$ cat src/rtl/spi_packer_pkg.sv
package spi_packer_pkg;

    // Number of bytes in flight per access (0..4)
    typedef logic [2:0] lane_cnt_t;

    typedef enum logic [3:0] {
        ACC_NONE,
        ACC_CFG_WR,
        ACC_CFG_RD,
        ACC_STAT_WR,
        ACC_STAT_RD,
        ACC_TX_WR,
        ACC_TX1_WR,
        ACC_TX2_WR,
        ACC_TX3_WR,
        ACC_RX_RD,
        ACC_THR_WR,
        ACC_THR_RD,
        ACC_OTHER
    } acc_kind_t;

    localparam logic [7:0] OFS_CFG  = 8'h00;
    localparam logic [7:0] OFS_STAT = 8'h04;
    localparam logic [7:0] OFS_TXD  = 8'h08;
    localparam logic [7:0] OFS_RXD  = 8'h0C;
    localparam logic [7:0] OFS_THR  = 8'h10;
    localparam logic [7:0] OFS_TX1  = 8'h80;
    localparam logic [7:0] OFS_TX2  = 8'h84;
    localparam logic [7:0] OFS_TX3  = 8'h88;

    localparam int ORDER_BIT = 26;

endpackage

$ cat src/rtl/spi_byte_fifo.sv
module spi_byte_fifo
    import spi_packer_pkg::*;
#(
    parameter int DEPTH  = 32,
    parameter int PUSH_W = 4,
    parameter int POP_W  = 1
) (
    input  logic                     clk,
    input  logic                     rst_n,
    input  lane_cnt_t                push_want,
    input  logic [PUSH_W-1:0][7:0]   push_data,
    output lane_cnt_t                push_done,
    input  lane_cnt_t                pop_want,
    output lane_cnt_t                pop_done,
    output logic [POP_W-1:0][7:0]    pop_data,
    output logic [$clog2(DEPTH):0]   level
);
    localparam int AW = $clog2(DEPTH);
    localparam int LW = AW + 1;

    logic [7:0]    mem [DEPTH];
    logic [AW-1:0] wp, rp;
    logic [LW-1:0] free;

    always_comb begin
        free      = LW'(DEPTH) - level;
        push_done = (LW'(push_want) > free)  ? lane_cnt_t'(free)  : push_want;
        pop_done  = (LW'(pop_want)  > level) ? lane_cnt_t'(level) : pop_want;
        for (int i = 0; i < POP_W; i++) begin
            pop_data[i] = (LW'(i) < level) ? mem[rp + AW'(i)] : 8'h00;
        end
    end

    always_ff @(posedge clk) begin
        for (int i = 0; i < PUSH_W; i++) begin
            if (lane_cnt_t'(i) < push_done) begin
                mem[wp + AW'(i)] <= push_data[i];
            end
        end
    end

    always_ff @(posedge clk or negedge rst_n) begin
        if (!rst_n) begin
            wp    <= '0;
            rp    <= '0;
            level <= '0;
        end else begin
            wp    <= wp + AW'(push_done);
            rp    <= rp + AW'(pop_done);
            level <= level + LW'(push_done) - LW'(pop_done);
        end
    end


    level_bound_chk: assert property (@(posedge clk) disable iff (!rst_n)
        level <= LW'(DEPTH));


    full_hold_chk: assert property (@(posedge clk) disable iff (!rst_n)
        (level == LW'(DEPTH) && pop_want == '0) |=> level == LW'(DEPTH));

endmodule

$ cat src/rtl/spi_lane_order.sv
module spi_lane_order
    import spi_packer_pkg::*;
(
    input  logic             msb_first,
    input  logic [31:0]      tx_word,
    output logic [3:0][7:0]  tx_bytes,
    input  logic [3:0][7:0]  rx_bytes,
    input  lane_cnt_t        rx_take,
    output logic [31:0]      rx_word
);
    for (genvar p = 0; p < 4; p++) begin : g_lane
        assign tx_bytes[p] = msb_first ? tx_word[8*(3-p) +: 8] : tx_word[8*p +: 8];
        assign rx_word[8*p +: 8] = msb_first
            ? ((lane_cnt_t'(3-p) < rx_take) ? rx_bytes[3-p] : 8'h00)
            : ((lane_cnt_t'(p)   < rx_take) ? rx_bytes[p]   : 8'h00);
    end
endmodule

$ cat src/rtl/spi_word_packer.sv
module spi_word_packer
    import spi_packer_pkg::*;
#(
    parameter int ADDR_W     = 8,
    parameter int XFER_BYTES = 1,
    parameter int FIFO_DEPTH = 32
) (
    input  logic              clk,
    input  logic              rst_n,
    input  logic              reg_valid,
    input  logic              reg_write,
    input  logic [ADDR_W-1:0] reg_addr,
    input  logic [31:0]       reg_wdata,
    output logic [31:0]       reg_rdata,
    input  logic              sh_tx_req,
    output logic [7:0]        sh_tx_data,
    input  logic              sh_rx_valid,
    input  logic [7:0]        sh_rx_data,
    output logic              tx_underflow,
    output logic              rx_overflow
);
    localparam int LW = $clog2(FIFO_DEPTH) + 1;
    localparam lane_cnt_t XFER = lane_cnt_t'(XFER_BYTES);

    acc_kind_t acc;
    logic [31:0]     cfg_q;
    logic [LW-1:0]   thr_q;
    logic            unf_q, ovf_q;

    lane_cnt_t       tx_want, tx_done, tx_pop_done;
    lane_cnt_t       rx_want, rx_take, rx_push_done;
    logic [3:0][7:0] tx_bytes, rx_bytes;
    logic [0:0][7:0] tx_head;
    logic [31:0]     rx_word;
    logic [LW-1:0]   tx_level, rx_level;

    // access decode
    always_comb begin
        acc = ACC_NONE;
        if (reg_valid) begin
            unique case (8'(reg_addr))
                OFS_CFG:  acc = reg_write ? ACC_CFG_WR  : ACC_CFG_RD;
                OFS_STAT: acc = reg_write ? ACC_STAT_WR : ACC_STAT_RD;
                OFS_TXD:  acc = reg_write ? ACC_TX_WR   : ACC_OTHER;
                OFS_RXD:  acc = reg_write ? ACC_OTHER   : ACC_RX_RD;
                OFS_THR:  acc = reg_write ? ACC_THR_WR  : ACC_THR_RD;
                OFS_TX1:  acc = reg_write ? ACC_TX1_WR  : ACC_OTHER;
                OFS_TX2:  acc = reg_write ? ACC_TX2_WR  : ACC_OTHER;
                OFS_TX3:  acc = reg_write ? ACC_TX3_WR  : ACC_OTHER;
                default:  acc = ACC_OTHER;
            endcase
        end
    end

    // per-access byte counts and read data
    always_comb begin
        tx_want   = '0;
        rx_want   = '0;
        reg_rdata = '0;
        unique case (acc)
            ACC_TX_WR:   tx_want = XFER;
            ACC_TX1_WR:  tx_want = 3'd1;
            ACC_TX2_WR:  tx_want = 3'd2;
            ACC_TX3_WR:  tx_want = 3'd3;
            ACC_RX_RD: begin
                rx_want   = XFER;
                reg_rdata = rx_word;
            end
            ACC_CFG_RD:  reg_rdata = cfg_q;
            ACC_STAT_RD: reg_rdata = {30'd0, ovf_q, unf_q};
            ACC_THR_RD:  reg_rdata = 32'(thr_q);
            default: ;
        endcase
    end

    always_ff @(posedge clk or negedge rst_n) begin
        if (!rst_n) begin
            cfg_q <= '0;
            thr_q <= LW'(1);
            unf_q <= 1'b0;
            ovf_q <= 1'b0;
        end else begin
            if (acc == ACC_CFG_WR) cfg_q <= reg_wdata;
            if (acc == ACC_THR_WR) thr_q <= reg_wdata[LW-1:0];
            unf_q <= (unf_q & ~((acc == ACC_STAT_WR) & reg_wdata[0]))
                   | (sh_tx_req & (tx_level == '0));
            ovf_q <= (ovf_q & ~((acc == ACC_STAT_WR) & reg_wdata[1]))
                   | (sh_rx_valid & (rx_push_done == '0));
        end
    end

    assign tx_underflow = unf_q;
    assign rx_overflow  = ovf_q;
    assign sh_tx_data   = tx_head[0];

    spi_lane_order u_order (
        .msb_first (cfg_q[ORDER_BIT]),
        .tx_word   (reg_wdata),
        .tx_bytes  (tx_bytes),
        .rx_bytes  (rx_bytes),
        .rx_take   (rx_take),
        .rx_word   (rx_word)
    );

    spi_byte_fifo #(.DEPTH(FIFO_DEPTH), .PUSH_W(4), .POP_W(1)) u_tx_fifo (
        .clk       (clk),
        .rst_n     (rst_n),
        .push_want (tx_want),
        .push_data (tx_bytes),
        .push_done (tx_done),
        .pop_want  (lane_cnt_t'(sh_tx_req)),
        .pop_done  (tx_pop_done),
        .pop_data  (tx_head),
        .level     (tx_level)
    );

    spi_byte_fifo #(.DEPTH(FIFO_DEPTH), .PUSH_W(1), .POP_W(4)) u_rx_fifo (
        .clk       (clk),
        .rst_n     (rst_n),
        .push_want (lane_cnt_t'(sh_rx_valid)),
        .push_data (sh_rx_data),
        .push_done (rx_push_done),
        .pop_want  (rx_want),
        .pop_done  (rx_take),
        .pop_data  (rx_bytes),
        .level     (rx_level)
    );


    unf_set_chk: assert property (@(posedge clk) disable iff (!rst_n)
        (sh_tx_req && tx_level == '0) |=> tx_underflow);


    ovf_set_chk: assert property (@(posedge clk) disable iff (!rst_n)
        (sh_rx_valid && rx_level == LW'(FIFO_DEPTH)) |=> rx_overflow);


    ovf_drop_chk: assert property (@(posedge clk) disable iff (!rst_n)
        (sh_rx_valid && rx_level == LW'(FIFO_DEPTH) && acc != ACC_RX_RD)
        |=> rx_level == LW'(FIFO_DEPTH));


    rx_empty_zero_chk: assert property (@(posedge clk) disable iff (!rst_n)
        (acc == ACC_RX_RD && rx_level == '0) |-> reg_rdata == 32'd0);


    tx_hold_chk: assert property (@(posedge clk) disable iff (!rst_n)
        (!sh_tx_req && tx_done == '0) |=> $stable(tx_level));

endmodule

$ cat config.mk
export PLATFORM = sky130hd
export DESIGN_NAME = spi_word_packer
export DESIGN_NICKNAME = d
export VERILOG_FILES = /design/src/rtl/spi_packer_pkg.sv /design/src/rtl/spi_byte_fifo.sv /design/src/rtl/spi_lane_order.sv /design/src/rtl/spi_word_packer.sv
export SDC_FILE = /design/constraint.sdc
export NUM_CORES = 1
export LEC_CHECK = 0
export ABC_CLOCK_PERIOD_IN_PS = 7500
export BUFFER_PORTS_ARGS = -buffer_cell sky130_fd_sc_hd__buf_2
export CELL_PAD_IN_SITES_DETAIL_PLACEMENT = 0
export CELL_PAD_IN_SITES_GLOBAL_PLACEMENT = 2
export CORE_ASPECT_RATIO = 1.1
export CORE_MARGIN = 3
export CORE_UTILIZATION = 35
export DETAILED_ROUTE_END_ITERATION = 8
export PLACE_DENSITY_LB_ADDON = 0.1
export SLEW_MARGIN = 20
export SYNTH_ARGS = -nofsm -noshare
export SYNTH_HDL_FRONTEND = slang
export SYNTH_SLANG_ARGS = --single-unit
$ cat constraint.sdc
create_clock -name clk -period 7.5 [get_ports clk]
set_input_delay 0.375 -clock clk [delete_from_list [all_inputs] [get_ports clk]]
set_output_delay 0.375 -clock clk [all_outputs]
set_load 0.005 [all_outputs]
== Word-level counts from Yosys, hierarchy flattened ==
Memory sizes are Yosys's and may differ from the RTL's.
Cells that the tools add are included.
Operators by class
  reductions and logical operators: 5
  eq/ne operators: 18
  bitwise operators: 10
  add/sub/neg operators: 16
  multiplexer cells: 47
  magnitude comparators: 18
Operators by type and width (count)
  8-bit two-way mux: 18
  32-bit case mux with 4 select lines: 1
  4-bit case mux with 8 select lines: 1
  8-bit == test (second input constant): 3
  3-bit two-way mux: 7
  5-bit by 2-bit adder with 5-bit output (second input constant): 4
  5-bit by 3-bit adder with 5-bit output: 4
  1-bit by 6-bit greater-than comparator with 1-bit output: 3
  1-bit by 6-bit less-than comparator with 1-bit output (first input constant): 3
  4-bit by 3-bit == test with 1-bit output (second input constant): 4
  4-bit == test (second input constant): 4
  8-bit by 4-bit == test with 1-bit output (second input constant): 2
  4-bit two-way mux: 4
  1-bit by 3-bit less-than comparator with 1-bit output (first input constant): 5
  1-bit two-way mux: 13
  6-bit by 3-bit adder with 6-bit output: 2
  2-bit by 3-bit less-than comparator with 1-bit output (first input constant): 4
  2-bit by 6-bit less-than comparator with 1-bit output (first input constant): 2
  6-bit by 3-bit subtractor with 6-bit output: 2
  6-bit subtractor (first input constant): 2
  5-bit by 1-bit adder with 5-bit output (second input constant): 2
  4-bit by 2-bit == test with 1-bit output (second input constant): 2
  8-bit by 3-bit == test with 1-bit output (second input constant): 1
  8-bit by 5-bit == test with 1-bit output (second input constant): 1
  13 further kinds: 20
Storage, ports and cells
  logic and storage cells: 126
  flip-flop bits (word level): 72
  RAM bits: 512
  output and inout bits: 42
  memories: 2
  bits of input ports: 54
Memory list
  u_rx_fifo.mem: depth 32, width 8, rd ports 4, clocked after memory_dff 0, wr ports 1, line spi_byte_fifo.sv:21  | logic [7:0] mem [DEPTH];
  u_tx_fifo.mem: depth 32, width 8, rd ports 1, clocked after memory_dff 0, wr ports 3, line spi_byte_fifo.sv:21

== Logic depth before layout (Yosys ltp) ==
Gate-level depths: netlist of the first run.
  depth after elaboration: 13
  gate-level depth with buffers: 25

== Cells and area by module ==
From an unflattened synthesis of the first run, not the netlist that was laid out.
Unflattened totals
  cell total of the unflattened synthesis: 3878
  area, all modules: 44239.9 um2
Modules (own cells, without submodules)
  spi_byte_fifo at u_tx_fifo: cells each 2477, seq. area each 8087.8 um2, area each 23308.6 um2, instances 1
  spi_byte_fifo at u_rx_fifo: cells each 1072, seq. area each 8087.8 um2, area each 17683.2 um2, instances 1
  spi_word_packer: cells each 199, seq. area each 1002.2 um2, area each 2313.5 um2, instances 1
  spi_lane_order: cells each 130, seq. area each 0.0 um2, area each 934.6 um2, instances 1

== Worst setup path after synthesis of the first run ==
Ideal clock, no wire load.
  path kind: input -> register
  start point: input port reg_addr[1]
  end point: register u_tx_fifo.level[5]
  cell stages on the path: 22
  library setup time: 0.079 ns
  slack: 3.030 ns
  arrival time: 4.390 ns
  cell sequence: or4_1 buf_2 nor3_2 nand2_1 ha_1 a211o_1 buf_6 o21ai_4 buf_2 nand2_1 inv_1 buf_2 ha_1 inv_1 ha_1 a21o_1 a21oi_1 nor2b_1 nor2_1 nor2_1 nor2_1 xor2_1
Between the ends
  cells in the longest elaborated chain, start to end: 10
RTL lines
  start, declared: line spi_word_packer.sv:12  | input logic [ADDR_W-1:0] reg_addr,
  8-bit == test, or another cell as far along: line spi_word_packer.sv:41  | unique case (8'(reg_addr))
  4-bit case mux with 8 select lines (*): line spi_word_packer.sv:41
  4-bit two-way mux (*): line spi_word_packer.sv:40  | if (reg_valid) begin
  4-bit by 3-bit == test with 1-bit output: line spi_word_packer.sv:60  | unique case (acc)
  2-bit OR reduction (no source line)
  2-bit case mux with 3 select lines (*): line spi_word_packer.sv:60
  2-bit by 6-bit greater-than comparator with 1-bit output: line spi_byte_fifo.sv:27  | push_done = (LW'(push_want) > free) ? lane_cnt_t'(free) : push_want;
  3-bit two-way mux (*): line spi_byte_fifo.sv:27
  6-bit by 3-bit adder with 6-bit output (*): line spi_byte_fifo.sv:50  | level <= level + LW'(push_done) - LW'(pop_done);
  6-bit by 3-bit subtractor with 6-bit output (*): line spi_byte_fifo.sv:50
  end signal, assigned: line spi_byte_fifo.sv:50
  end, declared: line spi_byte_fifo.sv:16  | output logic [$clog2(DEPTH):0] level
Every way passes the cells marked *; elsewhere a longest branch is shown, timed or not.
A chain may end at the register's enable or synchronous reset.

==> results of run 1 <==
[worst register-to-register path, delay by kind of cell (launching register included)]
kind,cells,cell delay [ns]
simple gates,2,0.81
compound gates,4,2.14
flops,1,0.69
fa+ha+maj,2,0.90
buf+inv,3,0.52
[power by group]
part           internal (W)  switching [W]
Combinational       0.00150        0.00253
Sequential          0.00375       0.000416
Clock               0.00216        0.00148
[per-layer routing]
layer	GRT usage (%)	vias to the layer above
met5	0	-
met3	3.59	266
met2	43.8	1127
li1	-	9526
met1	35.4	11680
met4	11.5	0
[cell type report]
class / count / share of cell area [%]
diodes: 5 / 0.0354
well taps: 1150 / 4.07
repair buffers: 168 / 3.02
clock inverters: 48 / 1.91
inverters: 53 / 0.563
flip-flops and latches: 584 / 48.6
clock buffers: 80 / 5.12
multi-input cells: 1497 / 36.6
[cell families after synthesis]
| group | count (synthesis) |
|---|---|
| AO/OA/AOI/OAI | 806 |
| XOR/XNOR | 29 |
| adder cells (fa/ha/maj) | 52 |
| buffers and inverters | 248 |
| flip-flops | 584 |
| multiplexers | 235 |
| other | 2 |
| AND/OR/NAND/NOR | 360 |
[placed cells by master, fill, tap and decap left out, types with 12 or more instances in the layout]
master	instances
sky130_fd_sc_hd__edfxtp_1	512
sky130_fd_sc_hd__o21ai_0	298
sky130_fd_sc_hd__o221ai_1	159
sky130_fd_sc_hd__mux4_2	158
sky130_fd_sc_hd__o211ai_1	126
sky130_fd_sc_hd__buf_2	94
sky130_fd_sc_hd__nand2_1	92
sky130_fd_sc_hd__nor2_1	85
sky130_fd_sc_hd__o21ai_1	70
sky130_fd_sc_hd__clkbuf_16	70
sky130_fd_sc_hd__dfrtp_1	65
sky130_fd_sc_hd__buf_4	56
sky130_fd_sc_hd__inv_1	53
sky130_fd_sc_hd__mux2_2	45
sky130_fd_sc_hd__ha_1	44
sky130_fd_sc_hd__nand3_1	34
sky130_fd_sc_hd__and2_1	34
sky130_fd_sc_hd__a21oi_1	29
sky130_fd_sc_hd__mux2i_1	23
sky130_fd_sc_hd__and3_1	20
sky130_fd_sc_hd__xnor2_1	19
sky130_fd_sc_hd__dlygate4sd3_1	17
sky130_fd_sc_hd__o21bai_1	16
sky130_fd_sc_hd__nor2b_1	15
sky130_fd_sc_hd__conb_1	15
sky130_fd_sc_hd__nor3_1	14
sky130_fd_sc_hd__a21oi_2	13
sky130_fd_sc_hd__clkinv_1	12
[metrics by stage]
step	hold slack [ns]	setup WS, ns	area [um^2]
2_1_floorplan	0.0794	3.03	31000
3_5_place_dp	0.417	1.68	32600
6_report	0.0409	2.04	35300
5_1_grt	0.0287	1.96	35300
3_3_place_gp	0.411	1.69	32600
4_1_cts	0.00489	2.18	35300
[sequential cells by signal, summed over array words and instances (netlist names)]
| signal | cells |
|---|---|
| u_rx_fifo.mem | 256 |
| rx_overflow | 1 |
| tx_underflow | 1 |
| u_rx_fifo.rp | 5 |
| u_tx_fifo.mem | 256 |
| u_rx_fifo.level | 6 |
| u_rx_fifo.wp | 5 |
| u_tx_fifo.wp | 5 |
| thr_q | 6 |
| u_tx_fifo.rp | 5 |
| cfg_q | 32 |
| u_tx_fifo.level | 6 |
[timing repair]
item | CTS | global route
hold endpoints to repair | 41 | 0
hold buffers | 17 | 0
setup buffers | 0 | 0
[worst max path at each step]
stage                  startpoint                  end  slack, ns  depth (start not counted)
6_report       u_tx_fifo.level[0]  u_tx_fifo.mem[5][0]       2.04                         11
5_1_grt        u_tx_fifo.level[0]  u_tx_fifo.mem[5][0]       1.96                         11
3_3_place_gp          reg_addr[1]  u_tx_fifo.mem[5][6]       1.69                         12
2_1_floorplan         reg_addr[1]   u_tx_fifo.level[5]       3.03                         22
3_5_place_dp          reg_addr[1]  u_tx_fifo.mem[5][7]       1.68                         12
4_1_cts        u_tx_fifo.level[0]  u_tx_fifo.mem[5][7]       2.18                         11
==> metrics.log, run 1 <==
[metrics] library cell occupying the most area in the post-synthesis netlist: sky130_fd_sc_hd__edfxtp_1
[metrics] number of buffers on the longest clock path: 3
[metrics] half-perimeter wire length of the detailed placement result: 85000 um
[metrics] proportion of register bits with asynchronous set or reset after synthesis: 12.3%
[metrics] type of the worst setup path: reg2reg
[metrics] number of enable-type register cells in the synthesized netlist: 512
[metrics] worst hold path stage count: 2
[metrics] sink count of the clock tree: 584
[metrics] leak pwr: 11.6 nW
[metrics] hold path startpoint: reg_wdata[13]
[metrics] Register-to-Register Setup Slack: 2.04 ns
[metrics] detailed-route wire length per cell: 34.3 um
[metrics] Synth-to-Final Area Change: 14.3%
[metrics] post-synthesis share of cell area spent on and, or, nand and nor gates: 6.17%
[metrics] WL met2: 59200 um
[metrics] top-count cell post-synth: sky130_fd_sc_hd__edfxtp_1
[metrics] Max Clk Rate: 0.183 GHz
[metrics] ranking of synthesized cells by area: sky130_fd_sc_hd__edfxtp_1 (50%), sky130_fd_sc_hd__mux4_2 (12%), sky130_fd_sc_hd__dfrtp_1 (5.7%), sky130_fd_sc_hd__o21ai_0 (4.8%), sky130_fd_sc_hd__o221ai_1 (4.5%)
[metrics] post-route met1 wirelength: 49700 um
[metrics] complex-gate fraction of the synthesized area: 17.5%
[metrics] Die Span Y: 318 um
[metrics] startpoint of the worst-slack reg-to-reg timing path: u_tx_fifo.level[0]
[metrics] number of buffer and inverter stages on the critical path: 3
[metrics] die footprint: 92000 um^2
[metrics] number of detailed-route iterations in the first pass: 7
[metrics] nature of the critical path endpoint: flip-flop
[metrics] main combinational cell family by area after synthesis: compound AO/OA/AOI/OAI gates
[metrics] fin crit share: 72.8%
[metrics] total of warnings raised by yosys: 0
[metrics] drt initial violations: 2472
[metrics] power density over cell area: 335 nW/um^2
[metrics] maximum number of pins on one net before global-route repair: 52
[metrics] ys flop type: sky130_fd_sc_hd__edfxtp_1
[metrics] delay of the slowest cell on the worst path: 1.07 ns
[metrics] Vias: 22599
[metrics] met3 wire length: 7810 um
[metrics] buffers added on ports: 95
[metrics] post-synthesis instance area: 30900 um^2
[metrics] area of the multi-input gates: 12900 um^2
[metrics] minimum clock period after layout: 5.46 ns
[metrics] critical path startpoint category: flip-flop
[metrics] Adder-Cell Fraction of Synth Area: 2.30%
[metrics] master of the slowest instance on the critical path: sky130_fd_sc_hd__o221ai_1
[metrics] status: finished, final reports clean
[metrics] insertion delay to the later sink of the worst-skew pair: 0.64 ns
[metrics] sequential standard cell area: 17200 um^2
[metrics] Max Fanout on Critical Path: 12
[metrics] combined global-route utilization of all metal layers: 26.7%
[metrics] unrepaired setup endpoints after global routing: false
[metrics] top post-synthesis cells by count: sky130_fd_sc_hd__edfxtp_1 (512), sky130_fd_sc_hd__o21ai_0 (298), sky130_fd_sc_hd__o221ai_1 (159)
[metrics] via count of the first global-routing pass: 22407
[metrics] die extent in x: 289 um
[metrics] Final Wtd Congestion: 0.927
[metrics] wire length of the first global-routing pass: 176000 um
[metrics] net count of the finished layout: 2480
[metrics] Critical Path RT: 7.72 ns
[metrics] H-Tree Level Count: 3
[metrics] worst setup skew after layout: 0.0517 ns
[metrics] fraction of post-synthesis cell area in the top cell type by area: 49.7%
[metrics] type of the most critical hold path: in2reg
[metrics] cell type group with the largest total delay on the critical path: compound AO/OA/AOI/OAI gates
[metrics] TritonCTS clock tree: yes
[metrics] starting utilization of the core area: 35.6%
[metrics] final core utilization: 40.6%
[metrics] total negative setup slack: 0 ns
[metrics] Max Used Layer: met4
[metrics] share of the yosys chip area belonging to registers: 55.6%
[metrics] placed insts: 3434
[metrics] total of endpoints with negative setup slack in the final report: 0
[metrics] Clock Pin Slew Worst Setup and Hold Paths: 0.06 ns
[metrics] depth of the worst register-to-register path: 11
[metrics] slew at the pin closest to its max-slew limit: 1.08 ns
[metrics] hold worst-path end: cfg_q[13]
[metrics] terminus of the critical flop-to-flop path: u_tx_fifo.mem[5][0]
[metrics] Std-Cell Rows: 113
[metrics] Final Hold Viols: 0
[metrics] non-filler instance count after layout: 3585
[metrics] flip-flop and latch count after synthesis: 584
[metrics] number of primary I/O pins: 96
[metrics] post-synthesis cell type count: 77
[metrics] via density per instance: 6.30
[metrics] total congestion overflow after global routing: 0
[metrics] antenna violations before repair: 7
[metrics] area of the core: 87000 um^2
[metrics] critical-path cell list: inv_1 > ha_1 > inv_1 > ha_1 > a21oi_1 > a211o_1 > nor4_1 > a31oi_1 > buf_4 > nand3_1 > o221ai_1
[metrics] max-capacitance violation count: 0
[metrics] Worst Path Arrival: 5.68 ns
[metrics] antenna viol nets, final: 0
[metrics] Clock Tree Root: sky130_fd_sc_hd__clkbuf_16
[metrics] Pins Over Slew Limit: 0
[metrics] fraction of final layout cells sized beyond drive strength 1: 22.9%
[metrics] Post-Synth XOR/XNOR Area: 0.821%
[metrics] CTS resizes: 0
[metrics] final-layout fill cell count: 8108
[metrics] post-route DRC violation count: 0
[metrics] VDD IR-drop max: 0.219 mV
[metrics] routed wire length: 123000 um
[metrics] average instance area after synthesis: 13.4 um^2
[metrics] multiplexer share of the synthesized area: 14.2%
[metrics] total design power: 0.0118 W
[metrics] number of buffers added by the clock tree synthesis step: 70
[metrics] Max-slew headroom: 27.1%
[metrics] number of instances in the synthesized netlist: 2316
Note: power is estimated with default switching activity, not from simulation.
==> inputs of run 2 (changes only) <==
--- a/config.mk
+++ b/config.mk
@@ -5,7 +5,7 @@
 export SDC_FILE = /design/constraint.sdc
 export NUM_CORES = 1
 export LEC_CHECK = 0
-export ABC_CLOCK_PERIOD_IN_PS = 7500
+export ABC_CLOCK_PERIOD_IN_PS = 5000
 export BUFFER_PORTS_ARGS = -buffer_cell sky130_fd_sc_hd__buf_2
 export CELL_PAD_IN_SITES_DETAIL_PLACEMENT = 0
 export CELL_PAD_IN_SITES_GLOBAL_PLACEMENT = 2
==> constraint.sdc (replaced) <==
create_clock -name clk -period 5 [get_ports clk]
set_input_delay 0.25 -clock clk [delete_from_list [all_inputs] [get_ports clk]]
set_output_delay 0.25 -clock clk [all_outputs]
set_load 0.005 [all_outputs]
==> metrics.log, run 2 (synthesis results as in run 1) <==
[metrics] status: finished, final reports clean
[metrics] antenna viol nets, final: 0 (unchanged)
[metrics] H-Tree Level Count: 3 (unchanged)
[metrics] Final Wtd Congestion: 0.900 (-2.9%)
[metrics] switch share: 37.6% (+0.16 points)
[metrics] unrepaired setup endpoints after global routing: false
[metrics] summed area of non-filler cells in the final layout: 35800 um^2 (+1.4%)
[metrics] Final Hold Viols: 0 (unchanged)
[metrics] Clock Tree Root: sky130_fd_sc_hd__clkbuf_16
[metrics] delay of the slowest cell on the worst path: 0.68 ns (-0.39 ns)
[metrics] Max Clk Rate: 0.234 GHz (+28%)
[metrics] Post-Route Hold Slack: 0.163 ns (+0.122 ns)
[metrics] leak pwr: 11.9 nW (+2.9%)
[metrics] antenna violations before repair: 8 (+1)
[metrics] most frequent cells in the layout: sky130_fd_sc_hd__edfxtp_1 (512), sky130_fd_sc_hd__o21ai_0 (298), sky130_fd_sc_hd__o221ai_1 (159)
[metrics] number of buffers on the longest clock path: 3 (unchanged)
[metrics] minimum clock period after layout: 4.28 ns (-1.18 ns)
[metrics] final-layout fill cell count: 8101 (-0.086%)
[metrics] type of the worst setup path: reg2reg
[metrics] number of detailed-route iterations in the first pass: 5 (-2)
[metrics] die extent in x: 289 um (unchanged)
[metrics] nature of the critical path endpoint: flip-flop
[metrics] power density over cell area: 489 nW/um^2 (+46%)
[metrics] combinational fraction of design power: 35.3% (+1.2 points)
[metrics] least setup slack across all paths after layout: 0.724 ns (-1.32 ns)
[metrics] net count of the finished layout: 2561 (+3.3%)
[metrics] via density per instance: 6.24 (-0.96%)
[metrics] max-capacitance violation count: 0 (unchanged)
[metrics] Max-slew headroom: 21.6% (-5.5 points)
[metrics] worst setup skew after layout: 0.0179 ns (-0.0338 ns)
[metrics] total negative setup slack: 0 ns (unchanged)
[metrics] Max Fanout on Critical Path: 11 (-1)
[metrics] Std-Cell Rows: 113 (unchanged)
[metrics] total design power: 0.0175 W (+48%)
[metrics] Pins Over Slew Limit: 0 (unchanged)
[metrics] Vias: 22845 (+1.1%)
[metrics] Worst Path Arrival: 4.54 ns (-1.14 ns)
[metrics] Critical Path RT: 5.26 ns (-2.46 ns)
[metrics] type of the most critical hold path: in2reg
[metrics] most common cell after layout, fill and taps aside: sky130_fd_sc_hd__edfxtp_1
[metrics] starting utilization of the core area: 35.6% (unchanged)
[metrics] number of primary I/O pins: 96 (unchanged)
[metrics] largest registers: u_rx_fifo.mem: 256 flops, u_tx_fifo.mem: 256 flops, cfg_q: 32 flops
[metrics] Synth-to-Final Area Change: 15.9%
[metrics] total of endpoints with negative setup slack in the final report: 0 (unchanged)
[metrics] Clock Pin Slew Worst Setup and Hold Paths: 0.06 ns (about the same)
[metrics] master of the slowest instance on the critical path: sky130_fd_sc_hd__o211ai_1
[metrics] combined global-route utilization of all metal layers: 27.0% (+0.25 points)
[metrics] clock network fraction of total power: 29.1% (-1.6 points)
[metrics] critical-path cell list: inv_1 > ha_1 > inv_1 > ha_1 > a21oi_1 > a211oi_4 > buf_4 > nand2_1 > a31oi_1 > buf_12 > nand3_2 > buf_4 > o211ai_1
[metrics] number of buffers added by the clock tree synthesis step: 68 (-2.9%)
[metrics] Place WS: 0.375 ns (-1.31 ns)
[metrics] half-perimeter wire length of the detailed placement result: 85000 um (about the same)
[metrics] fin crit share: 85.5% (+13 points)
[metrics] setup repair bufs after CTS: 0 (unchanged)
[metrics] total congestion overflow after global routing: 0 (unchanged)
[metrics] number of hold buffers added after CTS: 36 (+19)
[metrics] via count of the first global-routing pass: 22885 (+2.1%)
[metrics] routed wire length: 124000 um (+1.1%)
[metrics] TritonCTS clock tree: yes
[metrics] insertion delay to the later sink of the worst-skew pair: 0.64 ns (about the same)
[metrics] placed cell area: 33200 um^2 (+1.7%)
[metrics] VDD IR-drop max: 0.442 mV (+100%)
[metrics] wire length of the first global-routing pass: 176000 um (+0.37%)
[metrics] slew at the pin closest to its max-slew limit: 1.18 ns (+0.0945 ns)
[metrics] CTS resizes: 0 (unchanged)
[metrics] Die Span Y: 318 um (unchanged)
[metrics] sequential power share: 35.6% (+0.4 points)
[metrics] sink count of the clock tree: 584 (unchanged)
[metrics] maximum number of pins on one net before global-route repair: 51 (-1.9%)
[metrics] net switching component of the power: 0.00659 W (+49%)
[metrics] buffers added on ports: 95 (unchanged)
[metrics] drt initial violations: 2435 (-1.5%)
[metrics] total internal power: 0.0109 W (+48%)
[metrics] critical path startpoint category: flip-flop
[metrics] fraction of final layout cells sized beyond drive strength 1: 24.3% (+1.3 points)
[metrics] detailed-route wire length per cell: 33.9 um (-0.98%)
[metrics] area of the core: 87000 um^2 (unchanged)
[metrics] die footprint: 92000 um^2 (unchanged)
[metrics] post-route DRC violation count: 0 (unchanged)
[run 2: cell count changes in the layout (fill, tap and decap cells not counted), sizes merged]
cell	delta
diode	-2
bufinv	-4
inv	-3
clkinv	+7
clkinvlp	-6
clkbuf	-1
buf	+64
dlygate4sd3	+19
[run 2: worst max-delay path: cells and delay by family (launching register included)]
kind	cells	cell delay [ns]
flip-flops	1	0.45
AND/OR/NAND/NOR	2	0.33
AO/OA/AOI/OAI	4	1.34
buffers and inverters	5	0.94
adder cells (fa/ha/maj)	2	0.84
[run 2: power groups by stage]
| stage | Clock, W | Combinational [W] | Sequential [W] |
|---|---|---|---|
| after global placement | 0 | 0.00611 | 0.00634 |
| after floorplan | 0 | 0.00399 | 0.00584 |
| after global routing | 0.00542 | 0.00651 | 0.00630 |
| final | 0.00510 | 0.00619 | 0.00624 |
| after CTS | 0.00520 | 0.00620 | 0.00625 |
| after detailed placement | 0 | 0.00614 | 0.00635 |
[run 2: final cells by class]
class	instances	area, um^2	share of cell area [%]
clock inverters	42	498	1.39
inverters	53	199	0.555
clock buffers	79	1770	4.95
well taps	1150	1440	4.02
diodes	3	7.51	0.0210
repair buffers	251	1810	5.06
flip-flops and latches	584	17200	48.0
multi-input cells	1497	12900	36.0
[run 2: per-stage QoR]
step                      utilization [%]  cells
final                                41.2   3659
after global routing                 41.2   3658
after CTS                            41.2   3655
after detailed placement             38.2   3498
after global placement               38.1   3498
after floorplan                         -   2329
[run 2: routing by layer]
layer / global-route usage [%] / vias up / share of wire [%]
li1: - / 9669 / -
met1: 34.7 / 11828 / 40
met2: 44.0 / 1066 / 48
met3: 4.41 / 278 / 6.6
met4: 13.4 / 4 / 5.6
met5: 0 / - / 0.020
[run 2: final timing paths]
kind                                    start                  end  slack, ns  cells past startpoint
max                        u_tx_fifo.level[1]  u_tx_fifo.mem[8][1]       0.72                     13
min                             sh_rx_data[2]  u_rx_fifo.mem[6][2]       0.16                      1
max reg2reg                u_tx_fifo.level[1]  u_tx_fifo.mem[8][1]       0.72                     13
min reg2reg                   u_rx_fifo.rp[4]      u_rx_fifo.rp[4]       0.49                      1
max in group asynchronous               rst_n            cfg_q[26]       3.65                      3
min in group asynchronous               rst_n          rx_overflow       0.22                      2
==> inputs of run 3 (changes only) <==
--- a/config.mk
+++ b/config.mk
@@ -5,6 +5,7 @@
 export SDC_FILE = /design/constraint.sdc
 export NUM_CORES = 1
 export LEC_CHECK = 0
+export ABC_AREA = 1
 export ABC_CLOCK_PERIOD_IN_PS = 5000
 export BUFFER_PORTS_ARGS = -buffer_cell sky130_fd_sc_hd__buf_2
 export CELL_PAD_IN_SITES_DETAIL_PLACEMENT = 0
@@ -13,6 +14,7 @@
 export CORE_MARGIN = 3
 export CORE_UTILIZATION = 35
 export DETAILED_ROUTE_END_ITERATION = 8
+export MAX_ROUTING_LAYER = met4
 export PLACE_DENSITY_LB_ADDON = 0.1
 export SLEW_MARGIN = 20
 export SYNTH_ARGS = -nofsm -noshare
==> metrics.log, run 3 <==
[metrics] most frequent cells in the layout: sky130_fd_sc_hd__nand2_1 (1253), sky130_fd_sc_hd__nand4_1 (525), sky130_fd_sc_hd__edfxtp_1 (512)
[metrics] Final Hold Viols: 0 (unchanged)
[metrics] Synth-to-Final Area Change: 14.1%
[metrics] detailed-route wire length per cell: 25.7 um (-24%)
[metrics] die footprint: 103000 um^2 (+12%)
[metrics] met3 capacity usage during global routing: 3.09% (-1.3 points)
[metrics] startpoint of the worst-slack reg-to-reg timing path: u_tx_fifo.level[0]
[metrics] Place WS: 0.487 ns (+0.112 ns)
[metrics] total negative setup slack: 0 ns (unchanged)
[metrics] type of the most critical hold path: in2reg
[metrics] via count of the first global-routing pass: 29446 (+29%)
[metrics] type of the worst setup path: reg2out
[metrics] wire length of the first global-routing pass: 204000 um (+16%)
[metrics] total of endpoints with negative setup slack in the final report: 0 (unchanged)
[metrics] starting utilization of the core area: 35.4% (-0.11 points)
[metrics] average instance area after synthesis: 8.44 um^2 (-37%)
[metrics] worst setup skew after layout: 0.0589 ns (+0.0410 ns)
[metrics] met1 routing resource usage after global routing: 35.6% (+0.87 points)
[metrics] post-route DRC violation count: 0 (unchanged)
[metrics] busiest layer in global routing: met2
[metrics] Max-slew headroom: 26.1% (+4.5 points)
[metrics] cell with the most instances on the worst path: sky130_fd_sc_hd__o21ai_0
[metrics] total of warnings raised by yosys: 0 (unchanged)
[metrics] maximum number of pins on one net before global-route repair: 89 (+75%)
[metrics] buffers added on ports: 95 (unchanged)
[metrics] sink count of the clock tree: 584 (unchanged)
[metrics] slew at the pin closest to its max-slew limit: 1.10 ns (-0.0718 ns)
[metrics] largest registers: u_rx_fifo.mem: 256 flops, u_tx_fifo.mem: 256 flops, cfg_q: 32 flops
[metrics] critical path startpoint category: flip-flop
[metrics] sequential standard cell area: 17200 um^2 (about the same)
[metrics] number of primary I/O pins: 96 (unchanged)
[metrics] fin crit share: 87.5% (+2.0 points)
[metrics] VDD IR-drop max: 0.265 mV (-40%)
[metrics] share of the yosys chip area belonging to registers: 49.6% (-6.0 points)
[metrics] minimum clock period after layout: 4.37 ns (+0.0983 ns)
[metrics] ys flop type: sky130_fd_sc_hd__edfxtp_1
[metrics] critical path launch point: u_tx_fifo.rp[0]
[metrics] post-synthesis cell type count: 42 (-45%)
[metrics] number of buffers on the longest clock path: 3 (unchanged)
[metrics] Vias: 31011 (+36%)
[metrics] combined global-route utilization of all metal layers: 27.5% (+0.59 points)
[metrics] number of antenna repair diodes: 0 (-3)
[metrics] drt initial violations: 2887 (+19%)
[metrics] half-perimeter wire length of the detailed placement result: 86500 um (+1.8%)
[metrics] master of the slowest instance on the critical path: sky130_fd_sc_hd__clkinv_2
[metrics] leak pwr: 15.8 nW (+32%)
[metrics] flip-flop and latch count after synthesis: 584 (unchanged)
[metrics] total congestion overflow after global routing: 0 (unchanged)
[metrics] Final Wtd Congestion: 0.859 (-4.6%)
[metrics] H-Tree Level Count: 3 (unchanged)
[metrics] most common cell after layout, fill and taps aside: sky130_fd_sc_hd__nand2_1
[metrics] nature of the critical path endpoint: primary output
[metrics] number of enable-type register cells in the synthesized netlist: 512 (unchanged)
[metrics] fraction of final layout cells sized beyond drive strength 1: 11.7% (-13 points)
[metrics] final-layout fill cell count: 9928 (+23%)
[metrics] Clock Tree Root: sky130_fd_sc_hd__clkbuf_16
[metrics] unrepaired setup endpoints after global routing: false
[metrics] Clock Pin Slew Worst Setup and Hold Paths: 0.06 ns (about the same)
[metrics] area of the core: 97700 um^2 (+12%)
[metrics] least setup slack across all paths after layout: 0.626 ns (-0.0983 ns)
[metrics] hold path startpoint: reg_wdata[22]
[metrics] proportion of register bits with asynchronous set or reset after synthesis: 12.3% (unchanged)
[metrics] Die Span Y: 336 um (+5.7%)
[metrics] Critical Path RT: 4.75 ns (-0.51 ns)
[metrics] Post-Route Hold Slack: 0.0513 ns (-0.112 ns)
[metrics] placed cell area: 36900 um^2 (+11%)
[metrics] summed area of non-filler cells in the final layout: 39500 um^2 (+10%)
[metrics] Max Fanout on Critical Path: 53 (+42)
[metrics] net count of the finished layout: 4233 (+65%)
[metrics] power density over cell area: 513 nW/um^2 (+4.8%)
[metrics] antenna viol nets, final: 0 (unchanged)
[metrics] number of instances in the synthesized netlist: 4105 (+77%)
[metrics] top-count cell post-synth: sky130_fd_sc_hd__nand2_1
[metrics] antenna violations before repair: 0 (-8)
[metrics] met2 global-route usage: 45.6% (+1.7 points)
[metrics] number of detailed-route iterations in the first pass: 5 (unchanged)
[metrics] routed wire length: 140000 um (+13%)
[metrics] library cell occupying the most area in the post-synthesis netlist: sky130_fd_sc_hd__edfxtp_1
[metrics] critical-path cell list: clkinv_2 > o21ai_0 > o22ai_1 > o21ai_0 > nand3_1 > nand2_1 > a31oi_1 > buf_2
[metrics] top post-synthesis cells by count: sky130_fd_sc_hd__nand2_1 (1253), sky130_fd_sc_hd__nand4_1 (525), sky130_fd_sc_hd__edfxtp_1 (512)
[metrics] status: finished, final reports clean
[metrics] ranking of synthesized cells by area: sky130_fd_sc_hd__edfxtp_1 (44%), sky130_fd_sc_hd__nand2_1 (14%), sky130_fd_sc_hd__nand4_1 (9.5%), sky130_fd_sc_hd__dfrtp_1 (5.1%), sky130_fd_sc_hd__nor2_1 (4.7%)
[metrics] Max Clk Rate: 0.229 GHz (-2.2%)
[metrics] area of the multi-input gates: 15800 um^2 (+23%)
[metrics] insertion delay to the later sink of the worst-skew pair: 0.65 ns (about the same)
[metrics] Worst Path Arrival: 4.12 ns (-0.42 ns)
[metrics] Std-Cell Rows: 120 (+6.2%)
[metrics] number of buffers added by the clock tree synthesis step: 68 (unchanged)
[metrics] die extent in x: 306 um (+5.7%)
[metrics] Pins Over Slew Limit: 0 (unchanged)
[metrics] post-synthesis instance area: 34600 um^2 (+12%)
[metrics] max-capacitance violation count: 0 (unchanged)
[metrics] fraction of post-synthesis cell area in the top cell type by area: 44.4% (-5.3 points)
[metrics] via density per instance: 5.68 (-9.1%)
[metrics] TritonCTS clock tree: yes
[metrics] delay of the slowest cell on the worst path: 0.77 ns (+0.09 ns)
run 3: cell types whose count changed after synthesis, sizes merged, moves of 39 or more:
cell	delta
nand2	+1167
nand4	+523
nor2	+372
mux4	-158
nand3	+139
o211ai	-118
inv	+89
clkbuf	+87
o221ai	-60
buf	+43
mux2	-39
run 3: layout make-up:
type / instances / share of cell area (%)
inverters: 144 / 1.41
multi-input cells: 3065 / 40.0
clock inverters: 36 / 1.22
clock buffers: 89 / 4.71
well taps: 1281 / 4.05
flip-flops and latches: 584 / 43.5
repair buffers: 264 / 5.13
run 3: where the power goes:
part / total, W / switching (W) / internal [W]
clock network: 0.00528 / 0.00223 / 0.00305
registers: 0.00623 / 0.000425 / 0.00581
logic: 0.00876 / 0.00663 / 0.00213
run 3: cells by family after synthesis:
family | count (synthesis) | share of synthesized area, %
other | 2 | 0.0217
buffers and inverters | 469 | 5.80
adders and majority gates | 52 | 2.05
muxes | 9 | 0.285
AOI/OAI and AO/OA | 529 | 8.98
DFF | 584 | 49.6
xor gates and xnor gates | 25 | 0.632
and+or+nand+nor | 2435 | 32.6
run 3: stage by stage:
stage,utilization [%],total power [W],std cells
2_1_floorplan,-,0.0113,4118
5_1_grt,40.5,0.0213,5463
3_5_place_dp,37.7,0.0150,5306
3_3_place_gp,37.7,0.0150,5306
6_report,40.5,0.0203,5463
4_1_cts,40.5,0.0203,5463
run 3: worst paths after layout:
check	slack [ns]	end	depth (start not counted)
max in group asynchronous	3.85	u_rx_fifo.rp[0]	3
setup reg to reg	0.95	u_tx_fifo.mem[4][7]	15
hold reg to reg	0.48	cfg_q[1]	2
setup / recovery	0.63	sh_tx_data[0]	8
min in group asynchronous	0.06	tx_underflow	2
hold / removal	0.05	cfg_q[22]	3
run 3: routing by layer:
metal / vias to the layer above / wire, um
met5: - / 0
met4: 0 / 4570
met3: 231 / 7720
met2: 1048 / 67700
met1: 15127 / 60200
li1: 14605 / -
run 3: worst max-delay path: cells and delay by family (launching register included):
kind	cells	cell delay [ns]
AO/OA/AOI/OAI	4	1.19
buffers and inverters	2	0.95
AND/OR/NAND/NOR	2	0.45
flip-flops	1	0.74
run 3: timing repair:
action	4_1_cts	5_1_grt
endpoints found under the hold margin	63	0
gates resized for setup	0	0
buffers inserted	0	0
hold buffers	32	0
